[config.mk]
export PLATFORM = sky130hd
export DESIGN_NAME = periodic_irq_gen
export DESIGN_NICKNAME = d
export VERILOG_FILES = /design/src/rtl/pit_pkg.sv /design/src/rtl/pit_tick_counter.sv /design/src/rtl/pit_rate_decode.sv /design/src/rtl/pit_boundary_detect.sv /design/src/rtl/periodic_irq_gen.sv
export SDC_FILE = /design/constraint.sdc
export NUM_CORES = 1
export LEC_CHECK = 0
export BUFFER_PORTS_ARGS = -buffer_cell sky130_fd_sc_hd__buf_2
export CAP_MARGIN = 10
export CORE_MARGIN = 5
export CORE_UTILIZATION = 29
export CTS_BUF_LIST = sky130_fd_sc_hd__clkbuf_4 sky130_fd_sc_hd__clkbuf_8
export DETAILED_ROUTE_END_ITERATION = 8
export SLEW_MARGIN = 20
export SYNTH_ARGS = -nofsm -noshare
export SYNTH_HDL_FRONTEND = slang
export SYNTH_SLANG_ARGS = --single-unit
[constraint.sdc]
create_clock -name clk -period 1.6 [get_ports clk]
set_input_delay 0.16 -clock clk [delete_from_list [all_inputs] [get_ports clk]]
set_output_delay 0.16 -clock clk [all_outputs]
set_load 0.005 [all_outputs]
[src/rtl/pit_pkg.sv]
package pit_pkg;

  localparam int unsigned PIT_RATE_W = 4;
  localparam int unsigned PIT_CNT_W  = 15;
  localparam int unsigned PIT_STAT_W = 8;
  localparam int unsigned PIT_IRQF_BIT = 7;
  localparam int unsigned PIT_PF_BIT   = 6;

  // Low codes alias onto slower rates before the period is derived.
  function automatic logic [PIT_RATE_W-1:0] pit_eff_code(input logic [PIT_RATE_W-1:0] code);
    logic [PIT_RATE_W-1:0] eff;
    case (code)
      4'd1:    eff = 4'd8;
      4'd2:    eff = 4'd9;
      default: eff = code;
    endcase
    return eff;
  endfunction

endpackage

[src/rtl/pit_tick_counter.sv]
module pit_tick_counter #(
  parameter int unsigned CNT_W = 15
) (
  input  logic             clk,
  input  logic             rst_n,
  input  logic             tick_en,
  output logic [CNT_W-1:0] cnt_q,
  output logic [CNT_W-1:0] cnt_nxt
);

  logic [CNT_W-1:0] cnt_d;

  always_comb begin
    cnt_nxt = cnt_q + {{(CNT_W-1){1'b0}}, 1'b1};
    cnt_d   = cnt_q;
    if (tick_en) begin
      cnt_d = cnt_nxt;
    end
  end

  always_ff @(posedge clk or negedge rst_n) begin
    if (!rst_n) begin
      cnt_q <= '0;
    end else begin
      cnt_q <= cnt_d;
    end
  end

endmodule

[src/rtl/pit_rate_decode.sv]
module pit_rate_decode
  import pit_pkg::*;
#(
  parameter int unsigned RATE_W = PIT_RATE_W,
  parameter int unsigned CNT_W  = PIT_CNT_W
) (
  input  logic [RATE_W-1:0] rate_sel,
  input  logic              pie_en,
  output logic              active_o,
  output logic [CNT_W-1:0]  mask_o
);

  logic [RATE_W-1:0] eff_code;
  logic [RATE_W:0]   shift_amt;

  always_comb begin
    eff_code  = pit_eff_code(rate_sel);
    shift_amt = {1'b0, eff_code} - {{RATE_W{1'b0}}, 1'b1};
    active_o  = pie_en && (rate_sel != '0);
  end

  // Bit i of the mask belongs to the period when i < code-1.
  for (genvar i = 0; i < CNT_W; i++) begin : g_mask
    assign mask_o[i] = (eff_code != '0) && (shift_amt > (RATE_W+1)'(i));
  end

endmodule

[src/rtl/pit_boundary_detect.sv]
module pit_boundary_detect #(
  parameter int unsigned CNT_W = 15
) (
  input  logic             clk,
  input  logic             rst_n,
  input  logic             tick_en,
  input  logic             active,
  input  logic [CNT_W-1:0] mask,
  input  logic [CNT_W-1:0] cnt_nxt,
  output logic             fire_o
);

  logic fire_d;

  always_comb begin
    fire_d = tick_en && active && ((cnt_nxt & mask) == '0);
  end

  always_ff @(posedge clk or negedge rst_n) begin
    if (!rst_n) begin
      fire_o <= 1'b0;
    end else begin
      fire_o <= fire_d;
    end
  end

endmodule

[src/rtl/periodic_irq_gen.sv]
module periodic_irq_gen
  import pit_pkg::*;
(
  input  logic                  clk,
  input  logic                  rst_n,
  input  logic                  tick_en,
  input  logic [PIT_RATE_W-1:0] rate_sel,
  input  logic                  pie_en,
  output logic                  evt_o,
  output logic [PIT_STAT_W-1:0] stat_set_o
);

  logic [PIT_CNT_W-1:0] cnt_q;
  logic [PIT_CNT_W-1:0] cnt_nxt;
  logic [PIT_CNT_W-1:0] period_mask;
  logic                 gen_active;
  logic                 fire;

  pit_tick_counter #(.CNT_W(PIT_CNT_W)) u_cnt (
    .clk     (clk),
    .rst_n   (rst_n),
    .tick_en (tick_en),
    .cnt_q   (cnt_q),
    .cnt_nxt (cnt_nxt)
  );

  pit_rate_decode #(.RATE_W(PIT_RATE_W), .CNT_W(PIT_CNT_W)) u_dec (
    .rate_sel (rate_sel),
    .pie_en   (pie_en),
    .active_o (gen_active),
    .mask_o   (period_mask)
  );

  pit_boundary_detect #(.CNT_W(PIT_CNT_W)) u_det (
    .clk     (clk),
    .rst_n   (rst_n),
    .tick_en (tick_en),
    .active  (gen_active),
    .mask    (period_mask),
    .cnt_nxt (cnt_nxt),
    .fire_o  (fire)
  );

  always_comb begin
    evt_o                    = fire;
    stat_set_o               = '0;
    stat_set_o[PIT_IRQF_BIT] = fire;
    stat_set_o[PIT_PF_BIT]   = fire;
  end

endmodule

==> flow_metrics.tcl, run 1 <==
set metrics [dict create \
    cp.required_ns 1.76 \
    placed_cell_area_um2 2300 \
    path_depth 12 \
    routedWlPerCell_um 13.5 \
    seq_power_share_pct 24.4 \
    critPathMaxStageDelay_ns 0.28 \
    path_max_fanout 7 \
    p_switching_uw 888 \
    synth_area_leaders "dfrtp_1 22%, xnor2_1 6.2%, xor2_1 5.7%" \
    critPathKind "in2reg" \
    grt_max_degree 24 \
    mostFrequentLayoutCells "58 x buf_4, 15 x dfrtp_1, 13 x nand2_1, 13 x xnor2_1, 12 x xor2_1" \
    hold-path-cell-count 3 \
    grt_overflow 0 \
    worst-r2r-cell-count 7 \
    ir_drop_v 0.000579 \
    clk_latency_ns 0.25 \
    synthCells 223 \
    ctsHtreeMaxLevel 1 \
    crit_family "compound AO/OA/AOI/OAI gates" \
    clkPwrFrac_pct 14.6 \
    yosys.area_share.simple_pct 26.6 \
    cts_tree "yes" \
    die_x_um 89.8 \
    dr_wl_met2_um 2330 \
    fin_crit_ns 1.90 \
    drc 0 \
    layout_setup_ws_ns -0.301 \
    n_antenna_cell 0 \
    synthArstFlopShare_pct 100 \
    cts_made_buffers 3 \
    finalSetupViolCount 1 \
    start_util_pct 29.4 \
    drive_gt1_share_pct 43.2 \
    fin_nets 294 \
    synth_warnings 0 \
    status "finished with violations" \
    place_hpwl_um 3590 \
    grt_antenna_before_repair 0 \
    postRouteAntennaNets 0 \
    seq_area_frac_synth_pct 21.7 \
    grt_pass1_wl_um 7650 \
    cp_common_cell "buf_8" \
    min_from "tick_en" \
    r2r_end "u_det.fire_o" \
    ys.flop_type "dfrtp_1" \
    finalInstanceArea_um2 2590 \
    reg2reg_setup_slack_ns -0.20 \
    preCtsSetupSlack_ns -0.582 \
    n_fill_cell 635 \
    io_buffers 10 \
    fp.coreArea_um2 6280 \
    combPwrFrac_pct 60.9 \
    synth.largest_area_cell "dfrtp_1" \
    period_share_pct 119 \
    power_leakage_nw 1.12 \
    vias 1809 \
    synth_top_family_by_area "simple AND/OR/NAND/NOR gates" \
    dp_cells 344 \
    grt_setup_unrepaired "yes" \
    cp-end-kind "flop" \
    hold_violations 0 \
    max_clock_freq_ghz 0.526 \
    synth_fa_ha_area_share_pct 3.39 \
    firstDrtPassIters 4 \
    maxSlewViolCount 0 \
    slowest_stage "ha_4" \
    cp-start-kind "input port" \
    synthMuxAreaShare_pct 1.15 \
    synth_area_um2 1850 \
    finish.utilization_pct 41.2 \
    grt_pass1_vias 1588 \
    rows 29 \
    synth_top_area_share_pct 21.7 \
    yosys_register_bits 16 \
    ioPinCount 17 \
    stdcell_count 357 \
    netSwitchingFraction_pct 37.0 \
    wl_met3_um 294 \
    power_mw 2.40 \
    wl_um 4810 \
    area.growth.synth_to_final_pct 40.2 \
    synth_compound_area_share_pct 22.1 \
    routabilityCongestion 0.852 \
    drv_cap 0 \
    clockBufferDepth 2 \
    r2r_start "u_cnt.cnt_q[9]" \
    final_common_cell "buf_4" \
    power_density_nw_per_um2 928 \
    hp-class "in2reg" \
    drt-met1-wl_um 2180 \
    die-area_um2 8060 \
    clk_pin_slew_ns 0.06 \
    p_int_mw 1.51 \
    violations "setup timing" \
    skew_ns 0.00315 \
    arrival_ns 2.06 \
    vias_per_cell 5.07 \
    hold_end "u_cnt.cnt_q[6]" \
    clockRootBuffer "clkbuf_8" \
    syn_avg_cell_area_um2 8.28 \
    drt_iter0_markers 83 \
    grt_usage_pct 11.1 \
    path_cells "buf_8 > nor2_4 > mux2i_4 > inv_2 > ha_4 > buf_8 > buf_6 > nand2_1 > a22oi_1 > a32oi_1 > nand4_1 > o31ai_2" \
    fp.dieH_um 89.8 \
    synth_xor_area_share_pct 11.9 \
    synth_edf_count 0 \
    ys_types 67 \
    worst-path-buf-inv 4 \
    top_layer "met4" \
    cts_sinks 16 \
]
==> sequential cells by signal, indices dropped and copies added, names as in the netlist <==
signal	cells
u_cnt.cnt_q	15
u_det.fire_o	1
==> cell usage after synthesis, drive strengths merged (3+ instances only) <==
library cell  instances
a21oi                10
clkbuf                7
and2                  3
o21a                  3
a32oi                 3
nand2b               10
buf                  22
dfrtp                16
o31ai                 3
o21ai                12
nor2                 16
nand2                15
and4                  3
o22ai                 4
inv                   4
nand4                10
and3                  3
ha                    5
xnor2                13
nand3                13
xor2                 12
==> worst reg2reg max path: stages, from the launching register on <==
cell and delay [ns]:
dfrtp_1 0.34, and4_1 0.34, buf_4 0.18, nand4_1 0.12, xnor2_1 0.18, a32oi_1 0.19, nand4_1 0.15, o31ai_2 0.22
==> metal layers <==
metal,global-route usage (%),vias up
li1,-,911
met1,16.1,850
met2,17.3,46
met3,2.50,2
met4,1.01,0
met5,0,-
==> power by group through the flow <==
| stage | combinational, mW | clock, mW | sequential (mW) |
|---|---|---|---|
| after global placement | 1.25 | 0 | 0.589 |
| after detailed placement | 1.26 | 0 | 0.591 |
| after CTS | 1.28 | 0.364 | 0.589 |
| after floorplan | 0.849 | 0 | 0.552 |
| after global routing | 1.60 | 0.384 | 0.604 |
| final | 1.46 | 0.352 | 0.586 |
==> kinds of logic (layout without fill, tap and decap cells) <==
| logic type | after synthesis | after routing |
|---|---|---|
| AOI/OAI and AO/OA | 56 | 56 |
| xor gates and xnor gates | 25 | 25 |
| adders and majority gates | 5 | 5 |
| buffers and inverters | 33 | 85 |
| DFF | 16 | 16 |
| muxes | 2 | 2 |
| other | 1 | 6 |
| and+or+nand+nor | 85 | 85 |
==> metrics by stage <==
| step | TNS (ns) | hold WS (ns) |
|---|---|---|
| after floorplan | -0.465 | -0.136 |
| after global placement | -0.569 | 0.0984 |
| after detailed placement | -0.605 | 0.0965 |
| after CTS | -0.248 | 0.291 |
| after global routing | -0.392 | 0.322 |
| final | -0.301 | 0.319 |
==> how the worst max path moves through the flow <==
stage / from / end / slack (ns)
2_1_floorplan: rate_sel[0] / u_det.fire_o / -0.46
3_3_place_gp: rate_sel[2] / u_det.fire_o / -0.57
3_5_place_dp: rate_sel[2] / u_det.fire_o / -0.58
4_1_cts: rate_sel[3] / u_det.fire_o / -0.25
5_1_grt: rate_sel[2] / u_det.fire_o / -0.37
6_report: rate_sel[2] / u_det.fire_o / -0.30
==> cell type report <==
cell class	count	area, um2	share of cell area [%]
tap	77	96.3	3.72
multi-input combinational	179	1410	54.6
sequential	16	402	15.5
clock buffer	4	55.1	2.13
timing repair buffer	77	606	23.4
inverter	4	15.0	0.580
==> timing repair <==
item                                   CTS  global route
pin swaps                                3            12
setup endpoints to repair                2             4
endpoints found under the hold margin   16             0
buffers inserted                         0             8
resized for setup                        8            33
hold buffers                             1             0
No activity file was read; power rests on OpenSTA's default activity.
==> run 2: changes to the inputs <==
--- a/config.mk
+++ b/config.mk
@@ -5,6 +5,7 @@
 export SDC_FILE = /design/constraint.sdc
 export NUM_CORES = 1
 export LEC_CHECK = 0
+export ABC_AREA = 1
 export BUFFER_PORTS_ARGS = -buffer_cell sky130_fd_sc_hd__buf_2
 export CAP_MARGIN = 10
 export CORE_MARGIN = 5
==> run 2 against run 1 <==
Against the previous run:
- the run still ends with setup timing left
- final cell count shrank 7.6%
- sequential cell count is the same
- maximum frequency grew 10%
- cell area shrank 22%
- hold slack lost 0.15 ns
- first-iteration DRC count grew 70%
- critical path depth shrank 1
- register-to-register slack gained 0.08 ns
- sequential power shrank 1%
- clock skew is essentially flat
- combinational power shrank 38%
- non-clock buffer count shrank 23
- critical endpoint unchanged
==> flow_metrics.tcl, run 2 <==
set metrics [dict create \
    status "finished with violations" \
    violations "setup timing" \
    clockRootBuffer "clkbuf_8" \
    ioPinCount 17 \
    period_share_pct 108 \
    synthMuxAreaShare_pct 0 \
    cts_sinks 16 \
    grt_max_degree 26 \
    cts_made_buffers 3 \
    vias 1470 \
    whs_ns 0.169 \
    critPathKind "reg2reg" \
    area.growth.synth_to_final_pct 38.0 \
    seq_area_frac_synth_pct 27.5 \
    final_common_cell "nand2_1" \
    drive_gt1_share_pct 32.3 \
    grt_overflow 0 \
    grt_setup_unrepaired "yes" \
    fp.coreArea_um2 4790 \
    path_max_fanout 3 \
    drv_cap 0 \
    finalSetupViolCount 1 \
    cts_tree "yes" \
    die_x_um 80.8 \
    synth_area_leaders "dfrtp_1 28%, nand2_1 16%, nand3_1 7.2%" \
    synth_common_cells "63 x nand2_1, 22 x inv_1, 21 x nand3_1, 17 x nor2_1, 16 x dfrtp_1" \
    drc 0 \
    clockBufferDepth 2 \
    arrival_ns 1.87 \
    die-area_um2 6530 \
    layout_setup_ws_ns -0.123 \
    syn_avg_cell_area_um2 6.83 \
    power_density_nw_per_um2 887 \
    dp_cells 321 \
    yosysMostFrequentCell "nand2_1" \
    cp.required_ns 1.74 \
    stdcell_count 330 \
    cp-end-kind "flop" \
    synth.largest_area_cell "dfrtp_1" \
    cp-start-kind "flop" \
    synth_edf_count 0 \
    grt_usage_pct 12.0 \
    routabilityCongestion 0.876 \
    grt_pass1_vias 1396 \
    synth_xor_area_share_pct 7.75 \
    wl_met3_um 180 \
    power_leakage_nw 1.05 \
    place_hpwl_um 2710 \
    power_mw 1.78 \
    top_layer "met4" \
    rows 25 \
    reg_top3 "u_cnt.cnt_q: 15 flops, u_det.fire_o: 1 flops" \
    drt_iter0_markers 141 \
    yosys_register_bits 16 \
    max_clock_freq_ghz 0.580 \
    drt-met1-wl_um 1680 \
    ir_drop_v 0.000300 \
    maxSlewViolCount 0 \
    skew_ns 0.00295 \
    grt_pass1_wl_um 6290 \
    synth_top_area_share_pct 27.5 \
    routedWlPerCell_um 10.9 \
    n_fill_cell 484 \
    largest_register_ff_count 15 \
    ys.flop_type "dfrtp_1" \
    regMostFlops "u_cnt.cnt_q" \
    grt_antenna_before_repair 0 \
    synth_area_um2 1450 \
    fin_nets 278 \
    firstDrtPassIters 4 \
    yosys.area_share.simple_pct 42.5 \
    synth_compound_area_share_pct 5.94 \
    ctsHtreeMaxLevel 1 \
    fp.dieH_um 80.8 \
    dr_wl_met2_um 1710 \
    synthCells 213 \
    finish.utilization_pct 41.9 \
    io_buffers 10 \
    wl_um 3610 \
    synthArstFlopShare_pct 100 \
    clk_pin_slew_ns 0.06 \
    synth_top_family_by_area "simple AND/OR/NAND/NOR gates" \
    hp-class "in2reg" \
    ys_types 29 \
    hold_violations 0 \
    synth_warnings 0 \
    vias_per_cell 4.45 \
    start_util_pct 30.4 \
    postRouteAntennaNets 0 \
    fin_crit_ns 1.72 \
    n_antenna_cell 0 \
    synth_fa_ha_area_share_pct 4.30 \
    mostFrequentLayoutCells "60 x nand2_1, 43 x buf_4, 22 x inv_1" \
    clk_latency_ns 0.25 \
]
-- run 2: path summary, 6_finish.rpt --
kind                            slack [ns]         endpoint  cells after the start             from
worst min register to register        0.54  u_cnt.cnt_q[11]                      2  u_cnt.cnt_q[11]
min in group asynchronous             0.36     u_det.fire_o                      2            rst_n
max in group asynchronous             0.98   u_cnt.cnt_q[1]                      2            rst_n
worst max-delay path                 -0.12     u_det.fire_o                     11   u_cnt.cnt_q[0]
worst max register to register       -0.12     u_det.fire_o                     11   u_cnt.cnt_q[0]
worst min-delay path                  0.17     u_det.fire_o                      3           pie_en
-- run 2: critical path, stage by stage, from the launching register on --
cell	delay (ns)
dfrtp_1	0.39
buf_4	0.15
nand3_2	0.14
nor2_4	0.16
buf_4	0.11
buf_4	0.09
xor2_1	0.21
nand4_1	0.12
nand4_1	0.10
nor2_1	0.05
nand2_1	0.07
nor2_2	0.03
-- run 2: layer usage --
metal  track usage [%]  up-vias
li1                  -      775
met1              16.0      655
met2              20.3       34
met3              2.77        6
met4              1.86        0
met5                 0        -
-- run 2: metrics by stage --
stage	TNS (ns)	worst slack (ns)	cell area, um2
final	-0.123	-0.123	2010
after global routing	-0.641	-0.316	2010
after CTS	-0.222	-0.140	1960
after floorplan	-0.155	-0.155	1500
after global placement	-0.387	-0.358	1850
after detailed placement	-0.429	-0.392	1850
-- run 2: cell type report --
| class | instances | area, um2 | share of cell area [%] |
|---|---|---|---|
| Multi-Input combinational cell | 165 | 1000 | 50.1 |
| Sequential cell | 16 | 400 | 20.0 |
| Timing Repair Buffer | 54 | 383 | 19.1 |
| Inverter | 25 | 93.8 | 4.68 |
| Tap cell | 67 | 83.8 | 4.18 |
| Clock buffer | 3 | 41.3 | 2.06 |
-- run 2: logic make-up (layout without fill, tap and decap cells) --
kind of cell | after synthesis | in the layout
DFF | 16 | 16
adders and majority gates | 5 | 5
other | 1 | 6
AOI/OAI and AO/OA | 16 | 16
xor gates and xnor gates | 12 | 12
buffers and inverters | 37 | 82
and+or+nand+nor | 126 | 126
-- run 2: what timing repair did --
action                                 in CTS  in global routing
resized for setup                           9                  7
hold buffers                                1                  0
pin swaps                                  11                 10
endpoints found under the hold margin      16                  0
setup endpoints to repair                   4                  9
setup buffers                               3                  2
-- run 2: report_power, final --
group / switching (mW) / internal [mW]
sequential: 0.0837 / 0.496
combinational: 0.468 / 0.431
clock: 0.134 / 0.167
==> run 3: changes to the inputs <==
--- a/config.mk
+++ b/config.mk
@@ -12,6 +12,7 @@
 export CORE_UTILIZATION = 29
 export CTS_BUF_LIST = sky130_fd_sc_hd__clkbuf_4 sky130_fd_sc_hd__clkbuf_8
 export DETAILED_ROUTE_END_ITERATION = 8
+export PLACE_DENSITY = 0.54
 export SLEW_MARGIN = 20
 export SYNTH_ARGS = -nofsm -noshare
 export SYNTH_HDL_FRONTEND = slang
==> run 3 against run 2 <==
Against the previous run:
- the run still ends with setup timing left
- total power rose by 3.7%
- cell area up 4.7%
- final cell count up 0.91%
- sequential power is 1% higher
- hold slack better by 0.0049 ns
- clock-buffer cell count unchanged
- critical path depth stayed put
- critical endpoint unchanged
- largest power group unchanged
==> flow_metrics.tcl, run 3 (same netlist as run 2, synthesis figures left out) <==
set metrics [dict create \
    critPathKind "reg2reg" \
    grt_overflow 0 \
    layout_setup_ws_ns -0.104 \
    power_leakage_nw 1.08 \
    slowest_stage "dfrtp_1" \
    drc 0 \
    routedWlPerCell_um 11.2 \
    fin_crit_ns 1.70 \
    clockBufferDepth 2 \
    ir_drop_v 0.000338 \
    cp-start-kind "flop" \
    vias 1465 \
    reg_top3 "u_cnt.cnt_q: 15 flops, u_det.fire_o: 1 flops" \
    regMostFlops "u_cnt.cnt_q" \
    cp_common_cell "nor2_2" \
    n_fill_cell 493 \
    grt_pass1_vias 1421 \
    maxSlewViolCount 0 \
    mostFrequentLayoutCells "59 x nand2_1, 43 x buf_4, 21 x inv_1" \
    cts_tree "yes" \
    wl_um 3740 \
    postRouteAntennaNets 0 \
    min_from "pie_en" \
    r2r_start "u_cnt.cnt_q[0]" \
    tns_ns -0.129 \
    drv_cap 0 \
    rows 25 \
    vias_per_cell 4.40 \
    io_buffers 10 \
    arrival_ns 1.84 \
    cp-end-kind "flop" \
    fin_nets 281 \
    grt_max_degree 20 \
    start_util_pct 30.4 \
    finalSetupViolCount 2 \
    die-area_um2 6530 \
    skew_ns 0.00212 \
    period_share_pct 107 \
    hold_violations 0 \
    dp_cells 322 \
    routabilityCongestion 0.850 \
    status "finished with violations" \
    path_max_fanout 4 \
    cts_sinks 16 \
    clk_pin_slew_ns 0.06 \
    grt_usage_pct 12.3 \
    fp.coreArea_um2 4790 \
    fp.dieH_um 80.8 \
    max_clock_freq_ghz 0.587 \
    clockRootBuffer "clkbuf_8" \
    power_density_nw_per_um2 878 \
    clk_latency_ns 0.24 \
    drt_iter0_markers 108 \
    critPathMaxStageDelay_ns 0.39 \
    firstDrtPassIters 4 \
    final_common_cell "nand2_1" \
    n_antenna_cell 0 \
    ioPinCount 17 \
    hp-class "in2reg" \
    critPathLaunch "u_cnt.cnt_q[0]" \
    grt_setup_unrepaired "yes" \
    drive_gt1_share_pct 35.0 \
    cp.required_ns 1.74 \
    crit_family "simple AND/OR/NAND/NOR gates" \
    die_x_um 80.8 \
    grt_antenna_before_repair 0 \
    worst-path-buf-inv 1 \
    place_hpwl_um 2920 \
    stdcell_count 333 \
    largest_register_ff_count 15 \
    violations "setup timing" \
    path_cells "buf_4 > nand3_4 > nor2_4 > nand2_2 > nor2_2 > xor2_1 > nand4_1 > nand3_2 > nor2_1 > nand2_1 > nor2_2" \
    grt_pass1_wl_um 6430 \
    ctsHtreeMaxLevel 1 \
    cts_made_buffers 3 \
    area.growth.synth_to_final_pct 44.6 \
]
## run 3: layer usage
layer,routed length (um),GRT usage (%),vias to the layer above
li1,-,-,781
met1,1750,16.5,658
met2,1850,20.8,26
met3,144,2.99,0
met4,0,0.845,0
met5,0,0,-
## run 3: what timing repair did
action / CTS / global route
setup buffers: 1 / 6
hold buffers: 1 / 0
setup endpoints to repair: 3 / 6
gates cloned: 0 / 0
resized for setup: 12 / 20
hold endpoints to repair: 16 / 0
pin swaps: 11 / 24
## run 3: cell type report
class / instances / area (um2) / share of cell area (%)
multi-input combinational: 165 / 1040 / 49.6
timing repair buffer: 57 / 438 / 20.8
sequential: 16 / 400 / 19.0
inverter: 25 / 96.3 / 4.58
tap: 67 / 83.8 / 3.99
clock buffer: 3 / 41.3 / 1.96
## run 3: stage by stage
stage          power (mW)  setup WS (ns)  hold slack, ns  util [%]  area [um2]
3_5_place_dp         1.41         -0.419           0.118      39.0        1870
2_1_floorplan        1.08         -0.155          -0.136         -        1500
6_report             1.85         -0.104           0.174      43.9        2100
5_1_grt              2.01         -0.226           0.191      43.9        2100
3_3_place_gp         1.41         -0.433           0.113      39.0        1870
4_1_cts              1.80         -0.165           0.170      41.4        1980
## run 3: power breakdown
part           total (mW)  internal, mW  switching, mW
sequential          0.588         0.496         0.0923
clock               0.297         0.167          0.131
combinational       0.960         0.461          0.499
## run 3: path summary, 6_finish.rpt
kind | to | slack [ns] | cells past startpoint
min | u_det.fire_o | 0.17 | 3
min in group asynchronous | u_det.fire_o | 0.37 | 2
min reg2reg | u_cnt.cnt_q[11] | 0.54 | 2
max | u_det.fire_o | -0.10 | 11
max in group asynchronous | u_cnt.cnt_q[11] | 0.94 | 2
max reg2reg | u_det.fire_o | -0.10 | 11
## run 3: tightest hold or removal path, stage by stage
cell,delay [ns]
buf_2,0.10
nand3_1,0.08
nor2_2,0.04
